[src/rtl/mode_req_monitor.sv]
module mode_req_monitor #(
  parameter int MODE_W = 4,
  parameter int NFLAG = 5,
  parameter logic [(1<<MODE_W)-1:0] IMPL_MAP = 16'h00BF,
  parameter logic [(1<<MODE_W)*(1<<MODE_W)-1:0] ALLOW =
    256'hFF7E_FF7E_FF7E_FF7E_FF7E_FF7E_FF7E_FF7E_FF7E_FF7E_FF7E_FF7E_FF7E_FF7F_FFFE_FF7E,
  parameter logic [MODE_W-1:0] RESET_CODE = 4'd0,
  parameter logic [MODE_W-1:0] SAFE_CODE = 4'd2
) (
  input  logic                 clk,
  input  logic                 rst_n,
  input  logic                 req_valid,
  input  logic [MODE_W-1:0]    req_mode,
  input  logic [MODE_W-1:0]    cur_mode,
  input  logic                 xfer_busy,
  input  logic [(1<<MODE_W)-1:0] mode_en,
  input  logic                 safe_evt,
  input  logic                 reg_rd,
  input  logic                 reg_wr,
  input  logic                 reg_sup,
  input  logic                 reg_sel,
  input  logic [31:0]          reg_wdata,
  output logic [31:0]          reg_rdata,
  output logic                 irq,
  output logic                 req_ok
);
  localparam int B_BUSY = 4;
  localparam int B_ILL  = 3;
  localparam int B_DIS  = 2;
  localparam int B_NEX  = 1;
  localparam int B_SAFE = 0;

  logic [NFLAG-1:0] stat, mask, hit, clr;
  logic             exists, wr_ok;

  assign exists = IMPL_MAP[req_mode];
  assign hit[B_BUSY] = req_valid && xfer_busy;
  assign hit[B_ILL]  = req_valid && !ALLOW[{cur_mode, req_mode}];
  assign hit[B_DIS]  = req_valid && exists && !mode_en[req_mode];
  assign hit[B_NEX]  = req_valid && !exists;
  assign hit[B_SAFE] = req_valid && safe_evt && (cur_mode == SAFE_CODE)
                       && (req_mode != SAFE_CODE) && (req_mode != RESET_CODE);

  assign req_ok = req_valid && (hit == '0);
  assign wr_ok  = reg_wr && reg_sup;
  assign clr    = (wr_ok && !reg_sel) ? reg_wdata[NFLAG-1:0] : '0;

  always_ff @(posedge clk or negedge rst_n) begin
    if (!rst_n) begin
      stat <= '0;
      mask <= '0;
    end else begin
      stat <= (stat & ~clr) | hit;
      if (wr_ok && reg_sel) mask <= reg_wdata[NFLAG-1:0];
    end
  end

  assign irq = |(stat & mask);
  assign reg_rdata = !reg_rd ? 32'd0 :
                     {{(32-NFLAG){1'b0}}, reg_sel ? mask : stat};

  assert_busy_sets_R2: assert property (@(posedge clk) disable iff (!rst_n)
    req_valid && xfer_busy |=> stat[B_BUSY]);
  assert_nonexist_R5: assert property (@(posedge clk) disable iff (!rst_n)
    req_valid && !IMPL_MAP[req_mode] |=> stat[B_NEX]);
  assert_user_write_R8: assert property (@(posedge clk) disable iff (!rst_n)
    reg_wr && !reg_sup && !req_valid |=> $stable(stat) && $stable(mask));
  assert_clear_R7: assert property (@(posedge clk) disable iff (!rst_n)
    reg_wr && reg_sup && !reg_sel && !req_valid
      |=> (stat & $past(reg_wdata[NFLAG-1:0])) == '0);
  assert_accept_R11: assert property (@(posedge clk) disable iff (!rst_n)
    req_ok |-> req_valid && !xfer_busy && IMPL_MAP[req_mode]);
  assert_irq_R10: assert property (@(posedge clk) disable iff (!rst_n)
    irq |-> (stat != '0) && (mask != '0));
  assert_rdata_R1: assert property (@(posedge clk) disable iff (!rst_n)
    reg_rdata[31:NFLAG] == '0);
endmodule

[config.mk]
export PLATFORM = sky130hd
export DESIGN_NAME = mode_req_monitor
export DESIGN_NICKNAME = d
export VERILOG_FILES = /design/src/rtl/mode_req_monitor.sv
export SDC_FILE = /design/constraint.sdc
export NUM_CORES = 1
export LEC_CHECK = 0
export BUFFER_PORTS_ARGS = -buffer_cell sky130_fd_sc_hd__buf_2
export CELL_PAD_IN_SITES_DETAIL_PLACEMENT = 1
export CELL_PAD_IN_SITES_GLOBAL_PLACEMENT = 1
export CORE_MARGIN = 1.5
export CORE_UTILIZATION = 19
export CTS_CLUSTER_SIZE = 10
export DETAILED_ROUTE_END_ITERATION = 6
export GPL_TIMING_DRIVEN = 0
export PLACE_DENSITY_LB_ADDON = 0.1
export SKIP_LAST_GASP = 1
export SLEW_MARGIN = 20
export SYNTH_ARGS = -nofsm -noshare
export SYNTH_HDL_FRONTEND = slang
export SYNTH_SLANG_ARGS = --single-unit
export TNS_END_PERCENT = 1
[constraint.sdc]
create_clock -name clk -period 1.5 [get_ports clk]
set_input_delay 0.3 -clock clk [delete_from_list [all_inputs] [get_ports clk]]
set_output_delay 0.3 -clock clk [all_outputs]
set_load 0.02 [all_outputs]
==> results.ini <==
[run_status]
status=finished, violations left
failed_checks=negative setup slack

[drt]
vias_per_cell=3.90
drc=0
post_drt_wl_per_cell_um=10.6
wl_um=2210
final_antenna_net_count=0
drt_pass1_iterations=4
vias=815
drt_iter0_drc=10

[worst_setup_path]
cp_max_fo=3
cp.arrival_ns=1.53
cp_num_buf_inv=2
worstSetupEndpointType=output pin
cp_cell_sequence=buf_6 -> nor3_4 -> nor3_2 -> or4b_4 -> nor3b_4 -> buf_6
setup.worst_path.class=primary input to output pin
cp_top_family=simple AND/OR/NAND/NOR gates
crit_top_cell=buf_6
cp_slowest_cell=or4b_4
cp.required_ns=1.20
setup.worst_path.start=req_mode[3]
crit_path_start_kind=primary input
timing.rr.start=mask[0]
cpPeakStageDelay_ns=0.50

[global_route]
grt_max_degree=11
grt_pass1_wl_um=3500
antenna_found_initial=0
grt_pass1_vias=778
overflow=0
grtUsageTotal_pct=8.91

[sta]
period_share_pct=122
period_needed_ns=1.83
slew_viol_final=0
finalHoldWorstSlack_ns=0.315
rsz0062_at_grt=true
timing.final.ws_setup_ns=-0.331
clock_skew_ns=0
max_freq_ghz=0.546
hold_viol=0
setup_viol_count_final=2

[placement]
io_buffers=34
place_congestion=0.699

[synthesis]
yosysTopAreaCell=dfrtp_1
ys_seq_area_share_pct=29.3
synth_edf_count=0
syn_area_per_cell_sq_um=9.59
syn_area_sq_um=853
yosysUniqueCellTypes=27
synth_cells=89
ys_ff_latch=10
synth_top_area_share_pct=29.3
ys.warnings.count=0
synth_area_leaders=dfrtp_1 (29%), buf_4 (24%), mux2_2 (7.9%)
synthArstFlopShare_pct=100
synth_ff_type=dfrtp_1

[finish]
nNetsFinal=223
multi_input_area_sq_um=522
fillers=549
utilization_pct=30.7
area_growth_pct=55.6
ff_latch_area_sq_um=250
drive_above_1_share_pct=53.5
num_antenna_cells=0

[min_path]
hold_path_class=primary input to register
min_from=xfer_busy

[die]
dieArea_sq_mm=0.00490
fp-row-count=24
ios=99
dieHeight_um=70.0
core_sq_mm=0.00432
start_util_pct=19.7
die_w_um=70.0

[clock_network]
clk_path_buf_depth=2
cts.htree.levels=1
cts_made_buffers=3
cts-root-buf=clkbuf_8
clk_pin_slew_worst_paths_ns=0.05
cts_tree=done
clk_latency_ns=0.23
numClockSinks=10

[pwr]
irDropWorstVdd_mv=0.225
p_leak_uw=0.000714
powerDensity_mw_per_mm2=798

[run]
maxCapViolations=0

## state kept, by name, summed over array words and instances, names as in the netlist
register	flops
stat	5
mask	5
## stage by stage
stage	cells	worst slack (ns)	power, uW	instance area [sq um]	TNS (ns)
finish	209	-0.331	1060	1330	-0.350
global route	209	-0.377	1120	1330	-0.459
CTS	208	-0.320	1070	1320	-0.361
detailed placement	201	-0.449	715	1210	-0.467
global placement	201	-0.445	705	1210	-0.450
floorplan	115	-0.178	607	972	-0.178
## synthesized netlist by cell type, types with 2 or more instances
cell type,count
buf_4,27
nand2_1,11
dfrtp_1,10
mux2_2,6
nor2b_1,6
mux2i_1,5
a22o_1,2
nand3_1,2
or4b_1,2
## path summary, 6_finish.rpt
path,to,cells after the start,slack [ns]
worst min-delay path,stat[4],2,0.32
max in group asynchronous,stat[0],2,0.84
worst min register to register,stat[3],1,0.51
worst max-delay path,req_ok,6,-0.33
worst max register to register,mask[0],1,0.72
min in group asynchronous,stat[4],2,0.46
## power breakdown
| group | switching (uW) | leakage [uW] | internal, uW |
|---|---|---|---|
| clock network | 103 | 0.0000288 | 230 |
| registers | 37.1 | 0.000114 | 317 |
| logic | 190 | 0.000571 | 181 |
## cells by family (layout without fill, tap and decap cells)
logic type	after synthesis	in the layout	synth area share (%)
flops	10	10	29.3
simple gates	29	29	20.5
mux	12	12	16.9
compound gates	9	9	8.51
other cells	1	27	0.439
buf+inv	28	70	24.3
## per-layer routing
| layer | part of all wire [%] | wire length, um | track usage [%] | vias up |
|---|---|---|---|---|
| met4 | 1.2 | 27 | 5.13 | 0 |
| met2 | 49 | 1070 | 14.9 | 45 |
| met3 | 8.8 | 195 | 1.30 | 2 |
| li1 | - | - | - | 395 |
| met1 | 41 | 915 | 10.8 | 373 |
| met5 | 0 | 0 | 0 | - |
## repair_timing
item                                    4_1_cts  5_1_grt
resized for setup                            10        2
endpoints found under the setup margin        2        2
hold buffers                                  1        0
hold endpoints to repair                     10        0
setup buffers                                 2        1
pin swaps                                     5        3
## placed cells by master (no fill, tap or decap), drive strengths merged, types with 2 or more instances in the layout
| cell | Yosys | routed |
|---|---|---|
| nand2 | 11 | 11 |
| a21o | 2 | 2 |
| nor3 | 2 | 2 |
| mux2i | 5 | 5 |
| conb | 1 | 27 |
| dfrtp | 10 | 10 |
| buf | 28 | 65 |
| nor2b | 6 | 6 |
| or4b | 2 | 2 |
| clkbuf | 0 | 4 |
| mux2 | 6 | 6 |
| nand3 | 2 | 2 |
| a22o | 2 | 2 |
## layout make-up
| type | count | share of cell area (%) |
|---|---|---|
| repair buffers | 38 | 17.2 |
| well taps | 52 | 4.90 |
| clock buffers | 4 | 4.15 |
| plain buffers | 28 | 15.6 |
| multi-input cells | 77 | 39.3 |
| flip-flops and latches | 10 | 18.9 |
Power figures use the tool's default switching activity.
